$ cat config.mk
export PLATFORM = sky130hd
export DESIGN_NAME = irq_ctrl2
export DESIGN_NICKNAME = d
export VERILOG_FILES = /design/src/rtl/irq_ctrl2.sv
export SDC_FILE = /design/constraint.sdc
export NUM_CORES = 1
export LEC_CHECK = 0
export BUFFER_PORTS_ARGS = -buffer_cell sky130_fd_sc_hd__buf_2
export CELL_PAD_IN_SITES_DETAIL_PLACEMENT = 1
export CELL_PAD_IN_SITES_GLOBAL_PLACEMENT = 2
export CORE_MARGIN = 3
export CORE_UTILIZATION = 30
export CTS_CLUSTER_SIZE = 12
export DETAILED_ROUTE_END_ITERATION = 10
export PLACE_DENSITY_LB_ADDON = 0.1
export SYNTH_ARGS = -nofsm -noshare
export SYNTH_HDL_FRONTEND = slang
export SYNTH_SLANG_ARGS = --single-unit
$ cat constraint.sdc
create_clock -name clk -period 2 [get_ports clk]
set_input_delay 0.1 -clock clk [delete_from_list [all_inputs] [get_ports clk]]
set_output_delay 0.1 -clock clk [all_outputs]
set_load 0.02 [all_outputs]
$ cat src/rtl/irq_ctrl2.sv
module irq_ctrl2 #(
  parameter int NSRC        = 32,
  parameter int SUB_GRP     = 3,
  parameter int NGRP        = 4,
  parameter int PARENT_BASE = 28,
  localparam int IDW  = $clog2(NSRC),
  localparam int NSUB = SUB_GRP * NGRP
) (
  input  logic            clk,
  input  logic            rst_n,
  input  logic [NSRC-1:0] src_i,
  input  logic [NSUB-1:0] sub_i,
  input  logic            wr_en,
  input  logic [2:0]      addr,
  input  logic [NSRC-1:0] wdata,
  output logic [NSRC-1:0] rdata,
  output logic            fiq_o,
  output logic            irq_o
);
  localparam logic [2:0] A_PEND = 3'd0, A_MODE = 3'd1, A_MASK = 3'd2, A_SVC = 3'd3,
                         A_VEC = 3'd4, A_SPEND = 3'd5, A_SMASK = 3'd6;

  logic [NSRC-1:0] src_pend, src_mask, mode_sel, in_svc, merged, live, norm_req, win_hot;
  logic [NSUB-1:0] sub_pend, sub_mask, sub_live;
  logic [IDW-1:0]  vec_num, win_idx;

  wire wr_pend  = wr_en && addr == A_PEND;
  wire wr_svc   = wr_en && addr == A_SVC;
  wire wr_spend = wr_en && addr == A_SPEND;

  assign sub_live = sub_pend & ~sub_mask;
  assign live     = src_pend & ~src_mask;
  assign norm_req = live & ~mode_sel;
  assign fiq_o    = |(live & mode_sel);
  assign irq_o    = |in_svc;

  always_comb begin
    merged = '0;
    for (int g = 0; g < NGRP; g++)
      merged[PARENT_BASE + g] = |sub_live[g*SUB_GRP +: SUB_GRP];
  end

  always_comb begin
    win_idx = '0;
    for (int i = NSRC - 1; i >= 0; i--)
      if (norm_req[i]) win_idx = i[IDW-1:0];
    win_hot = NSRC'(1) << win_idx;
  end

  always_ff @(posedge clk) begin
    if (!rst_n) begin
      src_pend <= '0;
      sub_pend <= '0;
      src_mask <= '1;
      sub_mask <= '1;
      mode_sel <= '0;
      in_svc   <= '0;
      vec_num  <= '0;
    end else begin
      sub_pend <= (sub_pend & ~(wr_spend ? wdata[NSUB-1:0] : '0)) | sub_i;
      src_pend <= (src_pend & ~(wr_pend ? wdata : '0)) | src_i | merged;
      if (wr_en && addr == A_MASK)  src_mask <= wdata;
      if (wr_en && addr == A_SMASK) sub_mask <= wdata[NSUB-1:0];
      if (wr_en && addr == A_MODE)  mode_sel <= wdata;
      if (in_svc != '0) begin
        if (wr_svc) in_svc <= in_svc & ~wdata;
      end else if (norm_req != '0) begin
        in_svc  <= win_hot;
        vec_num <= win_idx;
      end
    end
  end

  always_comb begin
    case (addr)
      A_PEND:  rdata = src_pend;
      A_MODE:  rdata = mode_sel;
      A_MASK:  rdata = src_mask;
      A_SVC:   rdata = in_svc;
      A_VEC:   rdata = NSRC'(vec_num);
      A_SPEND: rdata = NSRC'(sub_pend);
      A_SMASK: rdata = NSRC'(sub_mask);
      default: rdata = '0;
    endcase
  end
endmodule


# Word level (Yosys, flattened, before mapping)
# Index checks and enable logic that the tools add are counted.
# totals
in_bits	82
out_inout_bits	34
register_bits	157
word_cells	88
# classes
eq_ne	7
bitwise	17
n_mux	38
n_reduce_logical	18
shifts	1
# op_table
cell	n
$pmux W32 S7	1
$and A32 B32 Y32	5
$mux W5	32
$mux W32	4
$not A32 Y32	4
$or A32 B32 Y32	2
$reduce_bool A32 Y1	2
$reduce_or A32 Y1	2
$shl A1 B5 Y32 const A	1
$and A12 B12 Y12	2
$not A12 Y12	2
$mux W12	1
$or A12 B12 Y12	1
$reduce_or A3 Y1	4
$eq A3 B3 Y1 const B	3
$eq A3 B2 Y1 const B	2
$logic_and A1 B1 Y1	6
$reduce_and A2 Y1	2
$eq A3 B1 Y1 const B	1
$logic_not A3 Y1	1
$ne A2 B2 Y1 const B	1
$reduce_bool A2 Y1	1
$not A1 Y1	1

# Logic depth before layout (Yosys ltp)
# Gate-level depths: netlist of run 1.
# logic_depth
depth_word	38
mapped_depth	8
ltp_nobuf	7

# Worst setup path after synthesis of run 1
# OpenSTA, ideal clock, no wires.
# synth_path
kind	register to register
startpoint	register src_pend[19]
endpoint	register in_svc[9]
setup_time_ns	0.070
slack_ns	-0.126
t_arrival_ns	2.056
period_less_slack_ns	2.126
path_buffers	0
required_time_ns	1.930
stages_incl_launch_ff	8
path_cell_list	dfxtp_1 or3b_1 and4_4 nand2b_1 and3_1 o21a_1 or4_4 o21ai_1
# synth_between
elab_chain_len	25
elab_cells_between_ends	28
classes_between	shift (1); mux (22); bitwise (2); reduce/logical (3)
# synth_rtl
element	line_no	rtl
start, declared	23	logic [NSRC-1:0] src_pend, src_mask, mode_sel, in_svc, merged, live, norm_req, win_hot;
start signal, assigned	61	src_pend <= (src_pend & ~(wr_pend ? wdata : '0)) | src_i | merged;
$and A32 B32 Y32 *	32	assign live = src_pend & ~src_mask;
$and A32 B32 Y32 *	33	assign norm_req = live & ~mode_sel;
$mux W5 (20 in a row)	46	if (norm_req[i]) win_idx = i[IDW-1:0];
$shl A1 B5 Y32	47	win_hot = NSRC'(1) << win_idx;
$mux W32	67	end else if (norm_req != '0) begin
$mux W32	65	if (in_svc != '0) begin
end signal, assigned	66	if (wr_svc) in_svc <= in_svc & ~wdata;
end signal, assigned	68	in_svc <= win_hot;
end, declared	23	
# Mark *: on every way between the ends. The rest lies on a longest branch, timed or not. The select of a mux whose other input is x is not followed.
# A chain may end at the register's enable or synchronous reset.

# Worst setup path after layout of run 1
# layout_path
startpoint	register src_mask[19]
endpoint	register in_svc[9]
# layout_between
elab_chain_len	26
elab_cells_between_ends	29
classes_between	shift (1); mux (22); bitwise (3); reduce/logical (3)
# layout_rtl
element	line_no	rtl
start, declared	23	
start signal, assigned	62	if (wr_en && addr == A_MASK) src_mask <= wdata;
$not A32 Y32 *	32	
$and A32 B32 Y32 *	32	
$and A32 B32 Y32 *	33	
$mux W5 (20 in a row)	46	
$shl A1 B5 Y32	47	
$mux W32	67	
$mux W32	65	
# Marks and branches as above.

==> metrics.yaml, run 1 <==
cp_slowest_cell: "or4_4"
hold_class: "in -> reg"
post-synth-top-area-cell: "dfxtp_1"
finalHoldViolations: 0
chipWidth_um: 169
drtIter0Drc: 571
std_cell_rows: 59
place_congestion: 0.913
synth_cells: 1031
cts-buffers-inserted: 17
grt_max_degree: 72
startpoint_type: "flop"
rsz0062_at_grt: "yes"
syn_area_um2: 8010
drt_pass1_iterations: 5
synth_ff_type: "dfxtp_1"
power.leakage_nw: 5.45
yosysSeqAreaShare_pct: 39.2
synthArstFlopShare_pct: 0
cts_root_buffer: "clkbuf_16"
first_global_vias: 9561
yosysWarnings: 0
syn_avg_cell_area_um2: 7.77
critical_path_arrival_ps: 2730
cts_tree: "done"
violations: "setup timing"
grt_first_pass_wirelength_mm: 58.8
relSlewSlack_pct: 58.0
post-synth-top-count-cell: "nand2_1"
timing.final.ws_setup_ps: -372
setup_viol: 37
port_buffers: 115
start_util_pct: 30.7
synth_top_area_share_pct: 39.2
endpoint_kind: "flop"
syn-num-nets: 1113
yosys_register_bits: 157
drc: 0
path_class: "reg -> reg"
num-nets-final: 1503
core_um2: 26100
grt-ovfl-total: 0
ant_nets: 0
ios: 116
clockBufferDepth: 2
tightestPinTransition_ps: 625
fmax_mhz: 422
ys_top_cells_by_area: "dfxtp_1 39%, nand2_1 13%, a22oi_1 5.0%"
clock_sinks: 157
post_route_cells_drive_above_1_share_pct: 35.6
timing.critical_path.buf_inv: 1
worst_hold_slack_ps: 13.3
track_usage_pct: 26.8
ir_drop_mv: 0.465
maxCapViolations: 0
htree_levels: 4
required_ps: 2360
dpl.hpwl_mm: 28.6
areaGrowthSynthToFinish_pct: 57.6
design_power_total_mw: 9.27
fillers: 3134
fin_crit_sh_pct: 119
chipHeight_um: 169
wl_mm: 39.3
clk_pin_slew_ps: 80
die_area_um2: 28700
cp_max_fo: 3
status: "complete, but fails checks"
synth_edf_count: 0
synth_cell_types: 62
antenna_found_initial: 0
num_vias: 9371
path_cells: "or3b_4 -> buf_6 -> and4_4 -> nand2b_4 -> and3_4 -> o21a_4 -> or4_4 -> o21ai_1"
wl_per_cell_um: 22.2
insertion_delay_ps: 440
routed_via_density: 5.30
power_density_nw_per_um2: 735
fin_skew_ps: 15.5
crit_family: "simple AND/OR/NAND/NOR gates"
slew_violations: 0
max_stage_delay_ps: 550
diodes: 0
synth_common_cells: "270 x nand2_1, 157 x dfxtp_1, 59 x a21oi_1"
period_minus_slack_ps: 2370
stage by stage:
stage	std cells	area (um^2)	util, %	setup TNS, ps	worst slack [ps]
after detailed placement	1659	10700	41.1	-11900	-455
final	1769	12600	48.3	-9710	-372
after CTS	1768	12500	47.7	-8580	-313
after global placement	1659	10700	41.1	-10960	-407
after global routing	1769	12600	48.3	-14360	-463
after floorplan	1031	8090	-	-374	-106
worst register-to-register path, stage by stage (launching register included):
cell and delay (ps):
dfxtp_2 330, or3b_4 420, buf_6 130, and4_4 200, nand2b_4 130, and3_4 180
o21a_4 200, or4_4 550, o21ai_1 140
placed cells by master (no fill, tap or decap), types with 4 or more instances in the layout:
cell type,instances
a221oi_1,8
nor4_1,8
or3b_4,5
o21ai_1,19
and2_1,7
nor3b_2,8
dfxtp_1,134
a22oi_1,53
nand3_1,49
nor3b_4,9
a31o_1,7
dfxtp_2,23
o22ai_1,6
a21boi_0,36
inv_1,10
buf_2,113
a21oi_4,4
a21oi_1,48
nor3b_1,12
a21o_1,22
nor2_1,23
nand4_1,13
nor2b_1,52
buf_6,17
nand2_1,264
mux2i_1,9
buf_12,5
o41a_1,4
nand3b_1,32
buf_4,231
nor3_2,4
dlygate4sd3_1,63
o21ai_0,9
and3_1,4
inv_6,6
clkbuf_16,18
nor4_4,6
a21oi_2,7
cell type report:
cell class / instances / area, um^2 / share of cell area, %
timing repair buffer: 432 / 3280 / 26.0
clock buffer: 19 / 453 / 3.59
inverter: 12 / 47.5 / 0.377
multi-input combinational: 801 / 5130 / 40.6
clock inverter: 13 / 129 / 1.02
tap: 335 / 419 / 3.32
sequential: 157 / 3170 / 25.1
final timing paths:
path | start | endpoint | slack [ps] | cells past startpoint
setup / recovery | src_mask[19]$_SDFFE_PN1P_ | in_svc[9]$_SDFFE_PN0P_ | -370 | 8
hold / removal | wdata[4] | sub_mask[4]$_SDFFE_PN1P_ | 10 | 3
setup reg to reg | src_mask[19]$_SDFFE_PN1P_ | in_svc[9]$_SDFFE_PN0P_ | -370 | 8
hold reg to reg | vec_num[2]$_SDFFE_PN0P_ | vec_num[2]$_SDFFE_PN0P_ | 490 | 2
sequential cells by signal, indices dropped and copies added, names as in the netlist:
signal    cells
sub_pend     12
vec_num       5
in_svc       32
sub_mask     12
mode_sel     32
src_pend     32
src_mask     32
layer usage:
metal | up-vias | track usage, % | wire [um]
li1 | 4461 | - | -
met1 | 4648 | 35.5 | 17600
met2 | 228 | 47.2 | 19600
met3 | 34 | 3.31 | 1490
met4 | 0 | 5.58 | 616
met5 | - | 0 | 0
logic make-up after synthesis:
group,count (synthesis),synth area share [%]
compound gates,260,22.5
buf+inv,73,3.50
flops,157,39.2
mux,10,1.26
simple gates,531,33.5
power breakdown:
group	switching (mW)	internal [mW]	total (mW)	leakage, nW
Clock	1.49	1.81	3.30	0.282
Sequential	0.117	3.28	3.40	1.29
Combinational	1.40	1.18	2.58	3.88
Total	3.00	6.27	9.27	5.45
timing repair:
action                                 4_1_cts  5_1_grt
setup endpoints to repair                   38       41
cloned                                       3        0
resized for setup                           98       39
hold buffers                                63        0
setup buffers                               13        5
endpoints found under the hold margin       83        0
pin swaps                                   48       28
(Power assumes the default switching activity.)
==> run 2, diff against run 1 <==
--- a/config.mk
+++ b/config.mk
@@ -8,11 +8,12 @@
 export BUFFER_PORTS_ARGS = -buffer_cell sky130_fd_sc_hd__buf_2
 export CELL_PAD_IN_SITES_DETAIL_PLACEMENT = 1
 export CELL_PAD_IN_SITES_GLOBAL_PLACEMENT = 2
-export CORE_MARGIN = 3
+export CORE_MARGIN = 5
 export CORE_UTILIZATION = 30
 export CTS_CLUSTER_SIZE = 12
 export DETAILED_ROUTE_END_ITERATION = 10
 export PLACE_DENSITY_LB_ADDON = 0.1
+export SKIP_LAST_GASP = 1
 export SYNTH_ARGS = -nofsm -noshare
 export SYNTH_HDL_FRONTEND = slang
 export SYNTH_SLANG_ARGS = --single-unit
==> run 2 against run 1 <==
Net effect: the flow still finishes with violations (setup timing); non-clock buffer count decreased by 5; worst hold slack improved by 2.5 ps; sequential power about the same; power increased by 1.1%; fmax increased by 1.8%; count of clock-buffer cells in the layout unchanged; first-iteration DRC count decreased by 8.4%.
==> metrics.yaml, run 2 (same netlist as run 1, synthesis figures left out) <==
status: "complete, but fails checks"
violations: "setup timing"
required_ps: 2370
endpoint_kind: "flop"
switchingPower_mw: 2.98
post_route_cells_drive_above_1_share_pct: 36.6
wl_per_cell_um: 22.6
htree_levels: 4
first_global_vias: 9922
path_cells: "or3b_4 -> a21oi_2 -> nor2_1 -> o41ai_2 -> nand3_2 -> buf_6 -> or4_4 -> o21ai_1"
drc: 0
timing.critical_path.buf_inv: 1
chipHeight_um: 173
clock_sinks: 157
cts_root_buffer: "clkbuf_16"
maxCapViolations: 0
drt_pass1_iterations: 8
port_buffers: 115
std_cell_rows: 59
hp-start: "wdata[5]"
fin_skew_ps: 11.8
cts-buffers-inserted: 17
diodes: 0
clkPwrFrac_pct: 35.7
tightestPinTransition_ps: 555
ant_nets: 0
wl_mm: 39.8
insertion_delay_ps: 440
final_common_cell: "nand2_1"
die_area_um2: 30100
dpl.hpwl_mm: 28.6
grt_first_pass_wirelength_mm: 59.9
crit_family: "simple AND/OR/NAND/NOR gates"
num_vias: 9392
drtIter0Drc: 523
r2r_cells: 8
busiest_layer: "met2"
grt-ovfl-total: 0
fin_crit_sh_pct: 116
finalHoldViolations: 0
power.leakage_nw: 5.43
use_met1_pct: 32.0
period_minus_slack_ps: 2330
rsz0062_at_grt: "yes"
hold_class: "in -> reg"
min_to: "sub_mask[5]$_SDFFE_PN1P_"
track_usage_pct: 25.9
num-nets-final: 1498
tns_ps: -9860
path_class: "reg -> reg"
power_density_nw_per_um2: 740
clk_pin_slew_ps: 70
routed_via_density: 5.33
ff2ff_setup_slack_ps: -330
worst_hold_slack_ps: 15.8
min_path_cells: 3
r2r_start: "src_pend[13]$_SDFF_PN0_"
timing.final.ws_setup_ps: -330
grtUsageMet3_pct: 4.84
chipWidth_um: 173
fmax_mhz: 429
use_met2_pct: 45.4
start_util_pct: 30.6
areaGrowthSynthToFinish_pct: 58.1
p_int_mw: 6.40
antenna_found_initial: 0
clockBufferDepth: 2
seqPwrFrac_pct: 36.3
place_congestion: 0.910
switching_share_pct: 31.8
p_comb_share_pct: 28.0
cp_max_fo: 3
final_cell_mix: "263 x nand2_1, 219 x buf_4, 128 x dfxtp_1, 111 x buf_2, 67 x dlygate4sd3_1"
ir_drop_mv: 0.516
cts_tree: "done"
grt_max_degree: 72
ios: 116
max_stage_delay_ps: 450
slew_violations: 0
startpoint_type: "flop"
setup_viol: 38
relSlewSlack_pct: 62.9
critical_path_arrival_ps: 2700
core_um2: 26200
r2r-end: "in_svc[29]$_SDFFE_PN0P_"
cp_slowest_cell: "or4_4"
[run 2: changes by cell type in the layout (fill, tap and decap cells not counted), sizes merged]
cell | previous run | this run
dlygate4sd3 | 63 | 67
buf | 368 | 359
clkinv | 5 | 2
inv | 17 | 13
bufinv | 1 | 2
clkinvlp | 2 | 7
[run 2: worst min-delay path: cells and delay by family]
family | cells | cell delay (ps)
buf+inv | 1 | 160
simple gates | 2 | 140
[run 2: timing repair]
item                                    in CTS  in global routing
endpoints found under the setup margin      40                 55
gates resized for setup                    112                 46
setup buffers                               16                  3
pin swaps                                   55                 36
endpoints found under the hold margin       83                  0
gates cloned                                 2                  0
hold buffers                                67                  0
[run 2: worst max path at each step]
stage	from	end	slack [ps]	depth (start not counted)
floorplan	mode_sel[19]$_SDFFE_PN0P_	in_svc[9]$_SDFFE_PN0P_	-110	7
global placement	mode_sel[16]$_SDFFE_PN0P_	in_svc[8]$_SDFFE_PN0P_	-450	8
detailed placement	src_mask[13]$_SDFFE_PN1P_	in_svc[13]$_SDFFE_PN0P_	-480	8
CTS	src_pend[28]$_SDFF_PN0_	in_svc[13]$_SDFFE_PN0P_	-300	9
global route	src_pend[13]$_SDFF_PN0_	in_svc[13]$_SDFFE_PN0P_	-430	8
finish	src_pend[13]$_SDFF_PN0_	in_svc[29]$_SDFFE_PN0P_	-330	8
[run 2: per-stage QoR]
step / std cells / instance area, um^2 / worst slack [ps] / power, mW / utilization, %
2_1_floorplan: 1031 / 8090 / -106 / 4.37 / -
4_1_cts: 1761 / 12500 / -299 / 9.30 / 47.7
3_5_place_dp: 1649 / 10700 / -478 / 5.49 / 40.7
3_3_place_gp: 1649 / 10700 / -448 / 5.46 / 40.7
5_1_grt: 1763 / 12700 / -432 / 9.73 / 48.4
6_report: 1763 / 12700 / -330 / 9.38 / 48.4
[run 2: area by class of cell]
type	instances	area, um^2
fillers	3133	13500
multi-input cells	801	5160
repair buffers	427	3270
flip-flops and latches	157	3180
clock buffers	19	443
well taps	335	419
clock inverters	12	139
inverters	12	51.3
[run 2: power by group through the flow]
| stage | registers (mW) | logic, mW | clock network (mW) |
|---|---|---|---|
| after floorplan | 3.44 | 0.923 | 0 |
| after global placement | 3.46 | 2.00 | 0 |
| after detailed placement | 3.46 | 2.03 | 0 |
| after CTS | 3.40 | 2.52 | 3.37 |
| after global routing | 3.43 | 2.78 | 3.52 |
| final | 3.41 | 2.63 | 3.35 |
[run 2: per-layer routing]
metal	part of all wire, %	routed length (um)	vias up
met2	49	19500	251
met5	0	0	-
met4	3.2	1270	0
met3	4.8	1920	65
met1	43	17000	4633
li1	-	-	4443
==> run 3, diff against run 2 <==
--- a/config.mk
+++ b/config.mk
@@ -12,6 +12,7 @@
 export CORE_UTILIZATION = 30
 export CTS_CLUSTER_SIZE = 12
 export DETAILED_ROUTE_END_ITERATION = 10
+export HOLD_SLACK_MARGIN = 0.02
 export PLACE_DENSITY_LB_ADDON = 0.1
 export SKIP_LAST_GASP = 1
 export SYNTH_ARGS = -nofsm -noshare
==> run 3 against run 2 <==
Net effect: the run still ends with setup timing left; worst hold slack improved by 2.8 ps; routed wire length rose by 0.24%; largest power group unchanged; critical path type unchanged; clock skew about the same; fmax is essentially flat; sequential share of layout area decreased by 0.079 points.
==> metrics.yaml, run 3 (same netlist as run 1, synthesis figures left out) <==
status: "complete, but fails checks"
violations: "setup timing"
ant_nets: 0
cp_max_fo: 8
hp-start: "wdata[7]"
r2r_cells: 10
dpl.hpwl_mm: 28.6
fillers: 3137
grt_first_pass_wirelength_mm: 60.0
fin_crit_sh_pct: 117
path_class: "reg -> reg"
maxCapViolations: 0
endpoint_kind: "flop"
clkPwrFrac_pct: 35.6
std_cell_rows: 59
first_global_vias: 9944
drt_pass1_iterations: 5
crit_family: "compound AO/OA/AOI/OAI gates"
htree_levels: 4
routed_via_density: 5.31
fin_util_pct: 48.5
place_congestion: 0.910
fmax_mhz: 429
tightestPinTransition_ps: 549
track_usage_pct: 25.9
worst_hold_slack_ps: 18.6
cts_tree: "done"
post_route_cells_drive_above_1_share_pct: 36.5
grt_max_degree: 72
p_comb_share_pct: 28.1
path_cells: "nor3b_4 -> buf_6 -> buf_6 -> nor4_4 -> nand4_1 -> o31ai_4 -> o21ai_4 -> buf_12 -> a21o_1 -> o21ai_1"
final_common_cell: "nand2_1"
core_um2: 26200
clock_sinks: 157
finalHoldViolations: 0
fin_skew_ps: 12.0
setup_viol: 37
startpoint_type: "flop"
max_stage_delay_ps: 350
cts_root_buffer: "clkbuf_16"
cp_common_cell: "buf_6"
start_util_pct: 30.6
rsz0062_at_grt: "yes"
seqPwrFrac_pct: 36.3
required_ps: 2360
switching_share_pct: 31.8
critical_path_arrival_ps: 2690
switchingPower_mw: 2.98
r2r-end: "in_svc[29]$_SDFFE_PN0P_"
postPlaceCellArea_um2: 10700
drc: 0
ios: 116
grt-ovfl-total: 0
wl_per_cell_um: 22.6
clockBufferDepth: 2
timing.critical_path.buf_inv: 3
power.leakage_nw: 5.45
chipWidth_um: 173
clk_pin_slew_ps: 70
r2r_start: "src_pend[28]$_SDFF_PN0_"
antenna_found_initial: 0
p_int_mw: 6.40
power_density_nw_per_um2: 738
chipHeight_um: 173
num_vias: 9378
num-nets-final: 1502
timing.final.ws_setup_ps: -330
die_area_um2: 30100
ir_drop_mv: 0.511
hold_class: "in -> reg"
port_buffers: 115
cp_slowest_cell: "o31ai_4"
diodes: 0
areaGrowthSynthToFinish_pct: 58.6
fin_area_um2: 12700
final_cell_mix: "263 x nand2_1, 219 x buf_4, 128 x dfxtp_1, 111 x buf_2, 71 x dlygate4sd3_1"
slew_violations: 0
design_power_total_mw: 9.38
cts-buffers-inserted: 17
period_minus_slack_ps: 2330
min_path_cells: 3
ff2ff_setup_slack_ps: -330
relSlewSlack_pct: 63.3
wl_mm: 39.9
min_to: "mode_sel[7]$_SDFFE_PN0P_"
insertion_delay_ps: 440
drtIter0Drc: 491
## run 3: cell count changes in the layout (fill, tap and decap cells not counted)
cell           delta
dlygate4sd3_1     +4
## run 3: tightest hold or removal path, cell delays in order
cell	delay, ps
buf_2	170
nand2_1	70
a21boi_0	60
## run 3: worst max path at each step
stage               cells past startpoint                      end  slack (ps)                 startpoint
CTS                                     9  in_svc[13]$_SDFFE_PN0P_        -300    src_pend[28]$_SDFF_PN0_
finish                                 10  in_svc[29]$_SDFFE_PN0P_        -330    src_pend[28]$_SDFF_PN0_
floorplan                               7   in_svc[9]$_SDFFE_PN0P_        -110  mode_sel[19]$_SDFFE_PN0P_
detailed placement                      8  in_svc[13]$_SDFFE_PN0P_        -480  src_mask[13]$_SDFFE_PN1P_
global route                            8  in_svc[13]$_SDFFE_PN0P_        -430    src_pend[13]$_SDFF_PN0_
global placement                        8   in_svc[8]$_SDFFE_PN0P_        -450  mode_sel[16]$_SDFFE_PN0P_
## run 3: routing by layer
metal  part of all wire, %  vias up  GRT usage (%)
li1                      -     4452              -
met1                    43     4617           32.0
met2                    49      244           45.6
met3                   4.5       65           4.80
met4                   3.2        0           8.35
met5                     0        -              0
## run 3: power by group through the flow
stage	Combinational, mW	Sequential [mW]	Clock, mW
finish	2.63	3.41	3.34
global placement	2.00	3.46	0
detailed placement	2.03	3.46	0
global route	2.79	3.43	3.52
CTS	2.53	3.40	3.37
floorplan	0.923	3.44	0
## run 3: stage by stage
step	TNS, ps	instances	setup slack [ps]
after floorplan	-374	1031	-106
after global placement	-11180	1649	-448
after detailed placement	-12250	1649	-478
after CTS	-7650	1764	-299
after global routing	-13100	1767	-432
final	-9900	1767	-330
## run 3: final cells by class
| type | count | area, um^2 | share of cell area, % |
|---|---|---|---|
| multi-input combinational | 801 | 5160 | 40.6 |
| clock buffer | 19 | 443 | 3.48 |
| timing repair buffer | 431 | 3310 | 26.1 |
| inverter | 12 | 51.3 | 0.404 |
| tap | 335 | 419 | 3.30 |
| sequential | 157 | 3180 | 25.0 |
| clock inverter | 12 | 139 | 1.09 |
## run 3: repair_timing
action / 4_1_cts / 5_1_grt
setup buffers: 16 / 3
hold buffers: 70 / 1
pin swaps: 55 / 36
endpoints found under the hold margin: 94 / 1
endpoints found under the setup margin: 40 / 50
cloned: 2 / 0
gates resized for setup: 112 / 46
